$ cat src/rtl/pmd_pkg.sv
package pmd_pkg;

   typedef enum logic [1:0] {
      PM_NORMAL  = 2'b00,
      PM_PARTIAL = 2'b01,
      PM_FULL    = 2'b10
   } pm_mode_t;

   typedef enum logic [1:0] {
      FC_IGNORED  = 2'b00,
      FC_ABORTED  = 2'b01,
      FC_COMPLETE = 2'b10
   } frame_cls_t;

   function automatic pm_mode_t pm_decode(input logic [1:0] raw);
      case (raw)
         2'b00:   return PM_NORMAL;
         2'b01:   return PM_PARTIAL;
         default: return PM_FULL;
      endcase
   endfunction

endpackage

$ cat src/rtl/pmd_pin_sampler.sv
module pmd_pin_sampler #(
   parameter int   STAGES = 2,
   parameter logic IDLE   = 1'b1
) (
   input  logic clk_i,
   input  logic rst_i,
   input  logic pin_i,
   output logic level_o,
   output logic rise_o,
   output logic fall_o
);

   logic level;
   logic prev_q;

   if (STAGES < 0) begin : g_bad_stages
      $error("pmd_pin_sampler: STAGES must not be negative");
   end

   if (STAGES == 0) begin : g_direct
      assign level = pin_i;
   end else begin : g_chain
      logic [STAGES-1:0] sync_q;
      always_ff @(posedge clk_i) begin
         if (rst_i) begin
            sync_q <= {STAGES{IDLE}};
         end else begin
            for (int i = STAGES - 1; i > 0; i--) begin
               sync_q[i] <= sync_q[i-1];
            end
            sync_q[0] <= pin_i;
         end
      end
      assign level = sync_q[STAGES-1];
   end

   always_ff @(posedge clk_i) begin
      if (rst_i) prev_q <= IDLE;
      else       prev_q <= level;
   end

   assign level_o = level;
   assign rise_o  = level & ~prev_q;
   assign fall_o  = ~level & prev_q;

endmodule

$ cat src/rtl/pmd_frame_counter.sv
module pmd_frame_counter
   import pmd_pkg::*;
#(
   parameter int COMPLETE_EDGES  = 10,
   parameter int ABORT_MIN_EDGES = 2,
   parameter int CNT_W           = $clog2(COMPLETE_EDGES + 1)
) (
   input  logic             clk_i,
   input  logic             rst_i,
   input  logic             cs_fall_i,
   input  logic             cs_low_i,
   input  logic             sclk_fall_i,
   output logic [CNT_W-1:0] count_o,
   output frame_cls_t       cls_o
);

   localparam logic [CNT_W-1:0] CNT_MAX  = {CNT_W{1'b1}};
   localparam logic [CNT_W-1:0] FULL_THR = CNT_W'(COMPLETE_EDGES);
   localparam logic [CNT_W-1:0] MIN_THR  = CNT_W'(ABORT_MIN_EDGES);

   if (ABORT_MIN_EDGES < 1 || ABORT_MIN_EDGES >= COMPLETE_EDGES) begin : g_bad_thr
      $error("pmd_frame_counter: need 1 <= ABORT_MIN_EDGES < COMPLETE_EDGES");
   end
   if ((1 << CNT_W) <= COMPLETE_EDGES) begin : g_bad_width
      $error("pmd_frame_counter: CNT_W too narrow for COMPLETE_EDGES");
   end

   logic [CNT_W-1:0] cnt_q;

   always_ff @(posedge clk_i) begin
      if (rst_i) begin
         cnt_q <= '0;
      end else if (cs_fall_i) begin
         cnt_q <= '0;
      end else if (cs_low_i && sclk_fall_i && cnt_q != CNT_MAX) begin
         cnt_q <= cnt_q + 1'b1;
      end
   end

   always_comb begin
      if (cnt_q >= FULL_THR)     cls_o = FC_COMPLETE;
      else if (cnt_q >= MIN_THR) cls_o = FC_ABORTED;
      else                       cls_o = FC_IGNORED;
   end

   assign count_o = cnt_q;

endmodule

$ cat src/rtl/pmd_mode_fsm.sv
module pmd_mode_fsm
   import pmd_pkg::*;
(
   input  logic       clk_i,
   input  logic       rst_i,
   input  logic [1:0] rst_mode_i,
   input  logic       cs_fall_i,
   input  logic       cs_rise_i,
   input  logic       cs_low_i,
   input  logic       sclk_edge_i,
   input  frame_cls_t cls_i,
   output pm_mode_t   mode_o,
   output logic       track_o,
   output logic       wake_start_o,
   output logic       wake_full_o,
   output logic       wake_cancel_o
);

   pm_mode_t mode_q;
   logic     track_q;
   logic     pwake_q;

   always_ff @(posedge clk_i) begin
      if (rst_i) begin
         mode_q  <= pm_decode(rst_mode_i);
         track_q <= (pm_decode(rst_mode_i) == PM_NORMAL);
         pwake_q <= 1'b0;
      end else if (cs_rise_i) begin
         pwake_q <= 1'b0;
         case (cls_i)
            FC_COMPLETE: begin
               mode_q  <= PM_NORMAL;
               track_q <= 1'b1;
            end
            FC_ABORTED: begin
               mode_q  <= (mode_q == PM_NORMAL) ? PM_PARTIAL : PM_FULL;
               track_q <= 1'b0;
            end
            default: begin
               track_q <= (mode_q == PM_NORMAL);
            end
         endcase
      end else begin
         if (cs_fall_i) begin
            pwake_q <= (mode_q == PM_PARTIAL);
         end else if (pwake_q && cs_low_i && sclk_edge_i) begin
            track_q <= 1'b1;
         end
      end
   end

   assign mode_o        = mode_q;
   assign track_o       = track_q;
   assign wake_start_o  = cs_fall_i && (mode_q != PM_NORMAL);
   assign wake_full_o   = (mode_q == PM_FULL);
   assign wake_cancel_o = cs_rise_i && (cls_i == FC_ABORTED);

endmodule

$ cat src/rtl/pmd_wake_timer.sv
module pmd_wake_timer #(
   parameter int PARTIAL_WAKE_CYC = 42,
   parameter int FULL_WAKE_CYC    = 750000,
   parameter int TMR_W            = $clog2(FULL_WAKE_CYC + 1)
) (
   input  logic clk_i,
   input  logic rst_i,
   input  logic start_i,
   input  logic full_i,
   input  logic cancel_i,
   output logic busy_o
);

   localparam logic [TMR_W-1:0] LOAD_PART = TMR_W'(PARTIAL_WAKE_CYC);
   localparam logic [TMR_W-1:0] LOAD_FULL = TMR_W'(FULL_WAKE_CYC);

   if (PARTIAL_WAKE_CYC < 1 || FULL_WAKE_CYC < PARTIAL_WAKE_CYC) begin : g_bad_delay
      $error("pmd_wake_timer: need 1 <= PARTIAL_WAKE_CYC <= FULL_WAKE_CYC");
   end

   logic [TMR_W-1:0] cnt_q;

   always_ff @(posedge clk_i) begin
      if (rst_i) begin
         cnt_q <= '0;
      end else if (cancel_i) begin
         cnt_q <= '0;
      end else if (start_i) begin
         cnt_q <= full_i ? LOAD_FULL : LOAD_PART;
      end else if (cnt_q != '0) begin
         cnt_q <= cnt_q - 1'b1;
      end
   end

   assign busy_o = (cnt_q != '0);

endmodule

$ cat src/rtl/pmd_power_decoder.sv
module pmd_power_decoder
   import pmd_pkg::*;
#(
   parameter int SYNC_STAGES      = 2,
   parameter int COMPLETE_EDGES   = 10,
   parameter int ABORT_MIN_EDGES  = 2,
   parameter int PARTIAL_WAKE_CYC = 42,
   parameter int FULL_WAKE_CYC    = 750000
) (
   input  logic       clk_i,
   input  logic       rst_i,
   input  logic [1:0] rst_mode_i,
   input  logic       cs_n_i,
   input  logic       sclk_i,
   output logic [1:0] mode_o,
   output logic       ready_o,
   output logic       track_o
);

   localparam int CNT_W = $clog2(COMPLETE_EDGES + 1);
   localparam int TMR_W = $clog2(FULL_WAKE_CYC + 1);

   logic             cs_level, cs_rise, cs_fall;
   logic             sk_level, sk_rise, sk_fall;
   logic [CNT_W-1:0] edge_count;
   frame_cls_t       frame_cls;
   pm_mode_t         mode;
   logic             wake_start, wake_full, wake_cancel, wake_busy;

   pmd_pin_sampler #(.STAGES(SYNC_STAGES), .IDLE(1'b1)) u_cs (
      .clk_i(clk_i), .rst_i(rst_i), .pin_i(cs_n_i),
      .level_o(cs_level), .rise_o(cs_rise), .fall_o(cs_fall)
   );

   pmd_pin_sampler #(.STAGES(SYNC_STAGES), .IDLE(1'b1)) u_sclk (
      .clk_i(clk_i), .rst_i(rst_i), .pin_i(sclk_i),
      .level_o(sk_level), .rise_o(sk_rise), .fall_o(sk_fall)
   );

   pmd_frame_counter #(
      .COMPLETE_EDGES(COMPLETE_EDGES), .ABORT_MIN_EDGES(ABORT_MIN_EDGES), .CNT_W(CNT_W)
   ) u_frame (
      .clk_i(clk_i), .rst_i(rst_i), .cs_fall_i(cs_fall), .cs_low_i(~cs_level),
      .sclk_fall_i(sk_fall), .count_o(edge_count), .cls_o(frame_cls)
   );

   pmd_mode_fsm u_fsm (
      .clk_i(clk_i), .rst_i(rst_i), .rst_mode_i(rst_mode_i),
      .cs_fall_i(cs_fall), .cs_rise_i(cs_rise), .cs_low_i(~cs_level),
      .sclk_edge_i(sk_rise | sk_fall), .cls_i(frame_cls),
      .mode_o(mode), .track_o(track_o), .wake_start_o(wake_start),
      .wake_full_o(wake_full), .wake_cancel_o(wake_cancel)
   );

   pmd_wake_timer #(
      .PARTIAL_WAKE_CYC(PARTIAL_WAKE_CYC), .FULL_WAKE_CYC(FULL_WAKE_CYC), .TMR_W(TMR_W)
   ) u_timer (
      .clk_i(clk_i), .rst_i(rst_i), .start_i(wake_start), .full_i(wake_full),
      .cancel_i(wake_cancel), .busy_o(wake_busy)
   );

   logic unused_level;
   assign unused_level = sk_level;

   assign mode_o  = mode;
   assign ready_o = (mode == PM_NORMAL) && !wake_busy;

endmodule

$ cat config.mk
export PLATFORM = sky130hd
export DESIGN_NAME = pmd_power_decoder
export DESIGN_NICKNAME = d
export VERILOG_FILES = /design/src/rtl/pmd_pkg.sv /design/src/rtl/pmd_pin_sampler.sv /design/src/rtl/pmd_frame_counter.sv /design/src/rtl/pmd_mode_fsm.sv /design/src/rtl/pmd_wake_timer.sv /design/src/rtl/pmd_power_decoder.sv
export SDC_FILE = /design/constraint.sdc
export NUM_CORES = 1
export LEC_CHECK = 0
export BUFFER_PORTS_ARGS = -buffer_cell sky130_fd_sc_hd__buf_4
export CAP_MARGIN = 40
export CORE_UTILIZATION = 50
export CTS_BUF_LIST = sky130_fd_sc_hd__clkbuf_4
export DETAILED_ROUTE_END_ITERATION = 12
export GPL_ROUTABILITY_DRIVEN = 1
export PLACE_DENSITY = 0.7
export SYNTH_ARGS = -nofsm -noshare
export SYNTH_HDL_FRONTEND = slang
export SYNTH_SLANG_ARGS = --single-unit
$ cat constraint.sdc
create_clock -name clk_i -period 2.1 [get_ports clk_i]
set_input_delay 0 -clock clk_i [delete_from_list [all_inputs] [get_ports clk_i]]
set_output_delay 0 -clock clk_i [all_outputs]
set_load 0.01 [all_outputs]
==> qor.yml, run 1 <==
grt:
  grt_pass1_wl_mm: 7.038
  grt_max_degree: 18
  grt_pass1_vias: 1548
  grt.total_usage_pct: 26.48
  grt_antenna_before_repair: 0
  grt_overflow: 0
power_and_ir_drop:
  p_per_area_nw_per_um2: 1556
  pwr-share-comb_pct: 62.0
  p_seq_share_pct: 28.1
  swShare_pct: 38.80
  cellLeakagePower_nw: 0.9684
  internal_power_w: 0.002206
  peakVddDrop_v: 0.001163
  p_sw_w: 0.001399
  p_clk_share_pct: 9.9
timing:
  rsz0062_at_grt: "true"
  tns_ns: -0.1105
  period_share_pct: 104.2
  tightest_slew_ns: 0.7658
  timing.final.ws_setup_ns: -0.08735
  fmax_ghz: 0.4572
  hold_viol_final: 0
  hold-worst-slack_ns: 0.05488
  fin_crit_ns: 2.187
  slew_violations: 0
  finClkSkew_ns: 0.01054
  setup_violations: 2
  relSlewSlack_pct: 48.76
floorplanning:
  start_util_pct: 54.56
  die_area_um2: 3680
  die_w_um: 60.66
  core-area_um2: 3153
  io_pins: 10
  num_rows: 20
  die_h_um: 60.66
clocking:
  cts.sinks: 34
  ctsRootBufferMaster: "clkbuf_4"
  cts_buffers: 5
  cts.path.max_buffers: 2
  clk_pin_slew_ns: 0.11
  htree_levels: 2
  clk_latency_ns: 0.34
  tritoncts: "yes"
yosys:
  synth_commonest_cells: "31 x dfxtp_1, 19 x nor2_1, 14 x a21oi_1, 14 x nand2_1, 11 x or4_1"
  synth.cell_area_um2: 1720
  synth_edf_count: 3
  synth_top_cell_area_share_pct: 36.07
  avgSynthCellArea_um2: 8.645
  seq_area_frac_synth_pct: 41.31
  ys.flop_type: "dfxtp_1"
  synth_warnings: 0
  synth_fp_nets: 210
  syn_inst: 199
  async_reset_ff_share_pct: 0
  synth_cell_type_count: 38
  yosys.area.top_type: "dfxtp_1"
  synthTopCellsByArea: "dfxtp_1 36%, edfxtp_1 5.2%, or4_1 4.8%, nor2_1 4.1%, a21oi_1 4.1%"
  yosysMostFrequentCell: "dfxtp_1"
  synth_seq_cells: 34
outcome:
  status: "finished with violations"
  violations: "setup timing"
critical_path:
  reg2reg_to: "u_timer.cnt_q[13]$_SDFFE_PP0P_"
  rrSetupSlack_ns: -0.09
  reg2reg_depth: 5
  required_ns: 2.38
  critical_path_class: "reg2reg"
  r2r_start: "u_timer.cnt_q[0]$_SDFFE_PP0P_"
  crit_arrival_ns: 2.47
  crit_path_start: "u_timer.cnt_q[0]$_SDFFE_PP0P_"
  critPathLaunchType: "register"
  crit_fanout: 3
  endpoint_kind: "register"
place:
  pre_cts_ws_ns: -0.06879
  portBuffers: 9
  gp_congestion: 0.8818
  dpl.hpwl_mm: 2.983
route:
  wl_mm: 4.280
  postRouteAntennaNets: 0
  wl_per_cell_um: 14.51
  vias_per_cell: 5.685
  vias: 1677
  drtPass1Iterations: 4
  drtIter0Drc: 97
  drc: 0
worst_hold_path:
  hp-start: "rst_mode_i[0]"
  holdPathEnd: "u_fsm.mode_o[0]$_DFFE_PP_"
  hold_path.class: "in2reg"
  holdPathStages: 3
finish:
  final_nets: 261
  fillCellCount: 240
  antenna_cells: 0
  area_growth_pct: 34.69
  drive_gt1_share_pct: 33.86
flow_run:
  cap_violations: 0
placed cells by master, fill, tap and decap left out, drive strengths merged, types with 3 or more instances in the layout:
cell type,count
buf,44
dfxtp,31
nor2,19
a21oi,14
nand2,14
or4,11
or3,9
or2,8
o21ai,8
inv,7
nand2b,7
xnor2,6
clkbuf,6
dlygate4sd3,6
nand3,5
nor3,5
ha,5
o21a,4
o31ai,4
nand3b,4
a31oi,4
o211ai,3
a211oi,3
edfxtp,3
final cells by class:
class                      instances  area (µm²)  area share (%)
multi-input combinational        152        1066           46.00
sequential                        34       714.4           30.83
timing repair buffer              50       401.6           17.33
tap                               44       55.05           2.376
clock buffer                       6       45.04           1.944
inverter                           7       26.28           1.134
clock inverter                     2       8.758          0.3780
timing repair:
item / CTS / global route
pin swaps: 0 / 5
hold buffers: 6 / 0
resized for setup: 11 / 19
endpoints found under the hold margin: 9 / 0
setup buffers: 2 / 2
endpoints found under the setup margin: 13 / 14
layer usage:
layer  track usage (%)  share of wire (%)
met3             6.610                5.0
met4             10.06               0.63
met5                 0                  0
met1             36.30                 46
met2             40.35                 49
power by group through the flow:
stage / combinational, W / clock, W / sequential [W]
detailed placement: 0.00186 / 0 / 0.000999
CTS: 0.00204 / 0.000364 / 0.000996
floorplan: 0.00111 / 0 / 0.000987
global route: 0.00243 / 0.000396 / 0.00104
finish: 0.00224 / 0.000356 / 0.00101
global placement: 0.00181 / 0 / 0.000984
flip-flops by register name, summed over array words and instances (netlist names):
signal / count
u_fsm.mode_o: 2
u_sclk.prev_q: 1
u_fsm.track_o: 1
u_timer.cnt_q: 20
u_fsm.pwake_q: 1
u_cs.prev_q: 1
u_cs.g_chain.sync_q: 2
u_frame.count_o: 4
u_sclk.g_chain.sync_q: 2
worst max path at each step:
stage                                endpoint  cells past startpoint  slack, ns
5_1_grt        u_timer.cnt_q[13]$_SDFFE_PP0P_                      5      -0.12
2_1_floorplan  u_timer.cnt_q[13]$_SDFFE_PP0P_                      6      -0.11
4_1_cts        u_timer.cnt_q[13]$_SDFFE_PP0P_                      5      -0.07
3_5_place_dp   u_timer.cnt_q[13]$_SDFFE_PP0P_                      5      -0.07
3_3_place_gp   u_timer.cnt_q[13]$_SDFFE_PP0P_                      5     -0.006
6_report       u_timer.cnt_q[13]$_SDFFE_PP0P_                      5      -0.09
critical path, cell delays in order (launching register included):
cell and delay [ns]:
dfxtp_2 0.34, or4_4 0.53, or4_4 0.43, or3_4 0.34, or3_1 0.32, a31oi_1 0.16
cells by family (layout without fill, tap and decap cells):
logic type      after synthesis  count (layout)  synth area share [%]
flops                        34              34                 41.31
buf+inv                      13              65                 2.982
compound gates               49              49                 18.26
mux                           2               2                 1.164
simple gates                 90              90                 29.60
fa+ha+maj                     5               5                 3.636
xor+xnor                      6               6                 3.055
stage by stage:
stage	utilization [%]	cells	cell area [µm²]	total power (W)
after detailed placement	65.32	277	2059	0.002862
after floorplan	-	199	1729	0.002097
after global placement	65.32	277	2059	0.002799
final	73.49	295	2317	0.003605
after CTS	70.48	293	2222	0.003400
after global routing	73.49	295	2317	0.003865
No activity file was read; power rests on OpenSTA's default activity.
==> run 2, diff against run 1 <==
--- a/config.mk
+++ b/config.mk
@@ -7,6 +7,7 @@
 export LEC_CHECK = 0
 export BUFFER_PORTS_ARGS = -buffer_cell sky130_fd_sc_hd__buf_4
 export CAP_MARGIN = 40
+export CORE_ASPECT_RATIO = 1.4
 export CORE_UTILIZATION = 50
 export CTS_BUF_LIST = sky130_fd_sc_hd__clkbuf_4
 export DETAILED_ROUTE_END_ITERATION = 12
==> run 2 against run 1 <==
  * The flow still finishes with violations (setup timing)
  * Clock power rose by 1%
  * Sequential power about the same
  * Flip-flop and latch count did not move
==> qor.yml, run 2 (same netlist as run 1, synthesis figures left out) <==
floorplanning:
  core-area_um2: 3183  # was 3153 µm²
  num_rows: 24  # was 20
  die_w_um: 51.58  # was 60.66 µm
  die_h_um: 71.41  # was 60.66 µm
  io_pins: 10  # unchanged
  die_area_um2: 3683  # was 3680 µm²
  start_util_pct: 54.05  # was 54.56%
grt:
  grt.total_usage_pct: 26.45  # was 26.48%
  grt_pass1_vias: 1696  # was 1,548
  grt_overflow: 0  # unchanged
  grt_max_degree: 18  # unchanged
  grt_antenna_before_repair: 0  # unchanged
  grt_pass1_wl_mm: 7.307  # was 7.038 mm
place:
  portBuffers: 9  # unchanged
  dp_cells: 273  # was 277
  pre_cts_ws_ns: -0.1013  # was -0.06879 ns
  dpl.hpwl_mm: 3.107  # was 2.983 mm
  gp_congestion: 0.8007  # was 0.8818
timing:
  hold_viol_final: 0  # unchanged
  tightest_slew_ns: 0.7571  # was 0.7658 ns
  setup_violations: 8  # was 2
  relSlewSlack_pct: 49.34  # was 48.76%
  rsz0062_at_grt: "true"  # unchanged
  slew_violations: 0  # unchanged
  fin_crit_ns: 2.196  # was 2.187 ns
  timing.final.ws_setup_ns: -0.09649  # was -0.08735 ns
  tns_ns: -0.3928  # was -0.1105 ns
  fmax_ghz: 0.4553  # was 0.4572 GHz
  finClkSkew_ns: 0.02490  # was 0.01054 ns
  period_share_pct: 104.6  # was 104.2%
finish:
  top_register: "u_timer.cnt_q"  # unchanged
  final_common_cell: "buf_4"  # unchanged
  layout_common_cells: "41 x buf_4, 28 x dfxtp_1, 16 x nor2_1"  # was 41 x buf_4, 28 x dfxtp_1, 18 x nor2_1
  final_nets: 266  # was 261
  fillCellCount: 238  # was 240
  largest_reg_flops: 20  # unchanged
  antenna_cells: 0  # unchanged
  finish.utilization_pct: 75.35  # was 73.49%
  drive_gt1_share_pct: 37.89  # was 33.86%
  area_growth_pct: 39.42  # was 34.69%
  instances_no_fill: 295  # unchanged
clocking:
  tritoncts: "yes"  # unchanged
  clk_pin_slew_ns: 0.13  # was 0.11 ns
  htree_levels: 2  # unchanged
  cts.sinks: 34  # unchanged
  ctsRootBufferMaster: "clkbuf_4"  # unchanged
  clk_latency_ns: 0.35  # was 0.34 ns
  cts_buffers: 5  # unchanged
  cts.path.max_buffers: 2  # unchanged
critical_path:
  critPathLaunchType: "register"  # unchanged
  crit_fanout: 4  # was 3
  reg2reg_depth: 5  # unchanged
  r2r_start: "u_timer.cnt_q[0]$_SDFFE_PP0P_"  # unchanged
  rrSetupSlack_ns: -0.1  # was -0.09 ns
  cpPeakStageDelay_ns: 0.54  # was 0.53 ns
  cp_slowest_cell: "or4_4"  # unchanged
  crit_arrival_ns: 2.49  # was 2.47 ns
  reg2reg_to: "u_timer.cnt_q[13]$_SDFFE_PP0P_"  # unchanged
  crit_path_start: "u_timer.cnt_q[0]$_SDFFE_PP0P_"  # unchanged
  required_ns: 2.39  # was 2.38 ns
  worstPathCellList: "or4_4 > or4_4 > or3_1 > or3_1 > a31oi_1"  # was or4_4 > or4_4 > or3_4 > or3_1 > a31oi_1
  endpoint: "u_timer.cnt_q[13]$_SDFFE_PP0P_"  # unchanged
  critical_path_class: "reg2reg"  # unchanged
  endpoint_kind: "register"  # unchanged
power_and_ir_drop:
  peakVddDrop_v: 0.001045  # was 0.001163 V
  p_per_area_nw_per_um2: 1631  # was 1556 nW/µm²
  totalPowerFinal_w: 0.003912  # was 0.003605 W
  cellLeakagePower_nw: 1.001  # was 0.9684 nW
route:
  drtIter0Drc: 62  # was 97
  vias: 1729  # was 1,677
  wl_mm: 4.783  # was 4.280 mm
  wl_met1_mm: 1.789  # was 1.955 mm
  routed.top_layer: "met4"  # unchanged
  route.met3.wl_um: 164  # was 212 µm
  wl_per_cell_um: 16.21  # was 14.51 µm
  drtPass1Iterations: 4  # unchanged
  postRouteAntennaNets: 0  # unchanged
  drc: 0  # unchanged
  dr_wl_met2_mm: 2.636  # was 2.085 mm
  vias_per_cell: 5.861  # was 5.685
outcome:
  status: "finished with violations"  # unchanged
  violations: "setup timing"  # unchanged
worst_hold_path:
  hold_path.class: "in2reg"  # unchanged
flow_run:
  cap_violations: 0  # unchanged
run 2: repair_timing:
item / in CTS / in global routing
resized for setup: 7 / 37
hold buffers: 6 / 0
hold endpoints to repair: 9 / 0
cloned: 0 / 0
setup buffers: 3 / 5
pin swaps: 2 / 11
setup endpoints to repair: 10 / 16
run 2: through the flow:
stage / hold WS (ns) / cell area (µm²)
final: 0.04207 / 2399
after floorplan: 0.1038 / 1729
after global placement: 0.1868 / 2061
after CTS: 0.03738 / 2222
after detailed placement: 0.1927 / 2061
after global routing: 0.07355 / 2399
run 2: how the worst min path moves through the flow:
stage | startpoint | endpoint | slack [ns] | cells past startpoint
global placement | sclk_i | u_sclk.g_chain.sync_q[0]$_SDFF_PP1_ | 0.19 | 2
CTS | rst_mode_i[0] | u_fsm.mode_o[0]$_DFFE_PP_ | 0.04 | 3
finish | rst_mode_i[0] | u_fsm.mode_o[0]$_DFFE_PP_ | 0.04 | 3
global route | rst_mode_i[0] | u_fsm.track_o$_DFFE_PP_ | 0.07 | 3
detailed placement | sclk_i | u_sclk.g_chain.sync_q[0]$_SDFF_PP1_ | 0.19 | 2
floorplan | cs_n_i | u_cs.g_chain.sync_q[0]$_SDFF_PP1_ | 0.10 | 1
run 2: critical path: cells and delay by family (launching register included):
kind	cells	cell delay [ns]
DFF	1	0.35
AOI/OAI and AO/OA	1	0.17
and+or+nand+nor	4	1.62
run 2: cell type report:
class                   instances  area [µm²]  share of cell area, %
multi-input cells             152        1099                  45.80
well taps                      39       48.80                  2.034
clock inverters                 3       15.01                 0.6260
inverters                       7       26.28                  1.095
flip-flops and latches         34       714.4                  29.79
clock buffers                   5       37.54                  1.565
repair buffers                 55       457.9                  19.09
run 2: layer usage:
metal  vias to the layer above  GRT usage [%]
li1                        843              -
met1                       800          26.77
met2                        62          49.78
met3                        24          5.732
met4                         0          11.71
met5                         -              0
run 2: power by group:
group / total (W) / switching (W) / leakage (nW) / internal [W]
Sequential: 0.00102 / 0.000172 / 0.285 / 0.000847
Combinational: 0.00253 / 0.00118 / 0.683 / 0.00136
Clock: 0.000360 / 0.000234 / 0.0329 / 0.000126
==> run 3, diff against run 2 <==
--- a/config.mk
+++ b/config.mk
@@ -12,6 +12,7 @@
 export CTS_BUF_LIST = sky130_fd_sc_hd__clkbuf_4
 export DETAILED_ROUTE_END_ITERATION = 12
 export GPL_ROUTABILITY_DRIVEN = 1
+export MAX_ROUTING_LAYER = met4
 export PLACE_DENSITY = 0.7
 export SYNTH_ARGS = -nofsm -noshare
 export SYNTH_HDL_FRONTEND = slang
==> run 3 against run 2 <==
  * Utilization unchanged
  * Critical path depth stayed put
  * Routed wire length rose by 0.44%
  * Maximum frequency fell by 0.13%
  * Critical path type unchanged
  * Critical endpoint is now u_timer.cnt_q[16]$_SDFFE_PP0P_
  * Cell area is the same
  * Die area stayed put
  * Via count increased by 1.3%
  * Sequential share of layout area unchanged
  * Count of clock-buffer cells in the layout stayed put
  * Highest routed layer unchanged
  * The run still ends with setup timing left
  * Clock power barely moved
==> qor.yml, run 3 (same netlist as run 1, synthesis figures left out) <==
finish:
  final_common_cell: "buf_4"  # unchanged
  finish.utilization_pct: 75.35  # unchanged
  final_nets: 266  # unchanged
  layout_common_cells: "41 x buf_4, 28 x dfxtp_1, 16 x nor2_1"  # unchanged
  fillCellCount: 238  # unchanged
  top_register: "u_timer.cnt_q"  # unchanged
  antenna_cells: 0  # unchanged
  drive_gt1_share_pct: 37.89  # unchanged
  largest_reg_flops: 20  # unchanged
  instances_no_fill: 295  # unchanged
  final_design_area_no_fill_um2: 2399  # unchanged
  multi_input_area_um2: 1099  # unchanged
  seq_area_um2: 714.4  # unchanged
  area_growth_pct: 39.42  # unchanged
critical_path:
  rrSetupSlack_ns: -0.1  # about the same
  required_ns: 2.38  # was 2.39 ns
  crit_arrival_ns: 2.48  # was 2.49 ns
  critical_path_class: "reg2reg"  # unchanged
  endpoint_kind: "register"  # unchanged
  critPathLaunchType: "register"  # unchanged
  reg2reg_depth: 5  # unchanged
  crit_path_start: "u_timer.cnt_q[12]$_SDFFE_PP0P_"  # was u_timer.cnt_q[0]$_SDFFE_PP0P_
  r2r_start: "u_timer.cnt_q[12]$_SDFFE_PP0P_"  # was u_timer.cnt_q[0]$_SDFFE_PP0P_
  reg2reg_to: "u_timer.cnt_q[16]$_SDFFE_PP0P_"  # was u_timer.cnt_q[13]$_SDFFE_PP0P_
  crit_fanout: 3  # was 4
power_and_ir_drop:
  peakVddDrop_v: 0.001048  # was 0.001045 V
  cellLeakagePower_nw: 1.001  # unchanged
  p_per_area_nw_per_um2: 1636  # was 1631 nW/µm²
  totalPowerFinal_w: 0.003923  # was 0.003912 W
timing:
  tightest_slew_ns: 0.7439  # was 0.7571 ns
  relSlewSlack_pct: 50.22  # was 49.34%
  rsz0062_at_grt: "true"  # unchanged
  hold_viol_final: 0  # unchanged
  fmax_ghz: 0.4547  # was 0.4553 GHz
  timing.final.ws_setup_ns: -0.09931  # was -0.09649 ns
  fin_crit_ns: 2.199  # was 2.196 ns
  period_share_pct: 104.7  # was 104.6%
  finClkSkew_ns: 0.02613  # was 0.02490 ns
  setup_violations: 9  # was 8
  slew_violations: 0  # unchanged
grt:
  grt_antenna_before_repair: 0  # unchanged
  grt_overflow: 0  # unchanged
  grt_max_degree: 18  # unchanged
  grt.total_usage_pct: 27.18  # was 26.45%
  grt_pass1_vias: 1698  # was 1,696
  grt_pass1_wl_mm: 7.300  # was 7.307 mm
worst_hold_path:
  hp-start: "rst_mode_i[0]"  # unchanged
  hold_path.class: "in2reg"  # unchanged
  holdPathEnd: "u_fsm.mode_o[0]$_DFFE_PP_"  # unchanged
  holdPathStages: 3  # unchanged
route:
  wl_mm: 4.804  # was 4.783 mm
  wl_per_cell_um: 16.28  # was 16.21 µm
  vias_per_cell: 5.936  # was 5.861
  drtPass1Iterations: 5  # was 4
  postRouteAntennaNets: 0  # unchanged
  drc: 0  # unchanged
  drtIter0Drc: 52  # was 62
  vias: 1751  # was 1,729
clocking:
  htree_levels: 2  # unchanged
  tritoncts: "yes"  # unchanged
  cts.sinks: 34  # unchanged
  cts.path.max_buffers: 2  # unchanged
  cts_buffers: 5  # unchanged
  clk_latency_ns: 0.36  # was 0.35 ns
  ctsRootBufferMaster: "clkbuf_4"  # unchanged
  clk_pin_slew_ns: 0.13  # about the same
floorplanning:
  core-area_um2: 3183  # unchanged
  die_area_um2: 3683  # unchanged
  num_rows: 24  # unchanged
  io_pins: 10  # unchanged
  die_h_um: 71.41  # unchanged
  start_util_pct: 54.05  # unchanged
  die_w_um: 51.58  # unchanged
place:
  dpl.hpwl_mm: 3.107  # unchanged
  pre_cts_ws_ns: -0.1013  # unchanged
  dp_cells: 273  # unchanged
  dpl_cell_area_um2: 2061  # unchanged
  portBuffers: 9  # unchanged
  gp_congestion: 0.8123  # was 0.8007
outcome:
  status: "finished with violations"  # unchanged
  violations: "setup timing"  # unchanged
flow_run:
  cap_violations: 0  # unchanged
run 3: repair_timing:
action | in CTS | in global routing
hold endpoints to repair | 9 | 0
endpoints found under the setup margin | 10 | 16
pin swaps | 2 | 11
hold buffers | 6 | 0
setup buffers | 3 | 5
resized for setup | 7 | 37
run 3: worst max-delay path by stage:
stage                                                end  slack (ns)  depth (start not counted)
after floorplan           u_timer.cnt_q[13]$_SDFFE_PP0P_       -0.11                          6
after global placement    u_timer.cnt_q[16]$_SDFFE_PP0P_       -0.07                          7
after detailed placement  u_timer.cnt_q[13]$_SDFFE_PP0P_       -0.10                          5
after CTS                 u_timer.cnt_q[13]$_SDFFE_PP0P_       -0.09                          5
after global routing      u_timer.cnt_q[13]$_SDFFE_PP0P_       -0.16                          5
final                     u_timer.cnt_q[16]$_SDFFE_PP0P_        -0.1                          5
run 3: area by class of cell:
type                    count  share of cell area, %
repair buffers             55                  19.09
multi-input cells         152                  45.80
flip-flops and latches     34                  29.79
clock inverters             3                 0.6260
well taps                  39                  2.034
clock buffers               5                  1.565
inverters                   7                  1.095
run 3: metrics by stage:
step / setup TNS (ns) / hold slack (ns)
final: -0.4326 / 0.03919
after global routing: -1.061 / 0.07355
after floorplan: -0.1129 / 0.1038
after global placement: -0.1230 / 0.1868
after CTS: -0.4357 / 0.03738
after detailed placement: -0.1914 / 0.1927
run 3: worst max-delay path, cell delays in order, from the launching register on:
cell and delay (ns):
dfxtp_2 0.34, or4_4 0.55, buf_4 0.15, or4b_4 0.50, or4_1 0.40, a31oi_1 0.17
run 3: where the power goes:
group | total (W) | internal (W) | switching (W)
registers | 0.00102 | 0.000847 | 0.000172
logic | 0.00254 | 0.00136 | 0.00118
clock network | 0.000363 | 0.000126 | 0.000237
run 3: layer usage:
layer	part of all wire (%)	routed length (µm)	GRT usage (%)	vias up
met4	3.5	170	11.71	0
met3	5.1	245	5.732	22
met2	56	2675	49.78	73
li1	-	-	-	845
met1	36	1712	26.64	811
met5	0	0	-	-
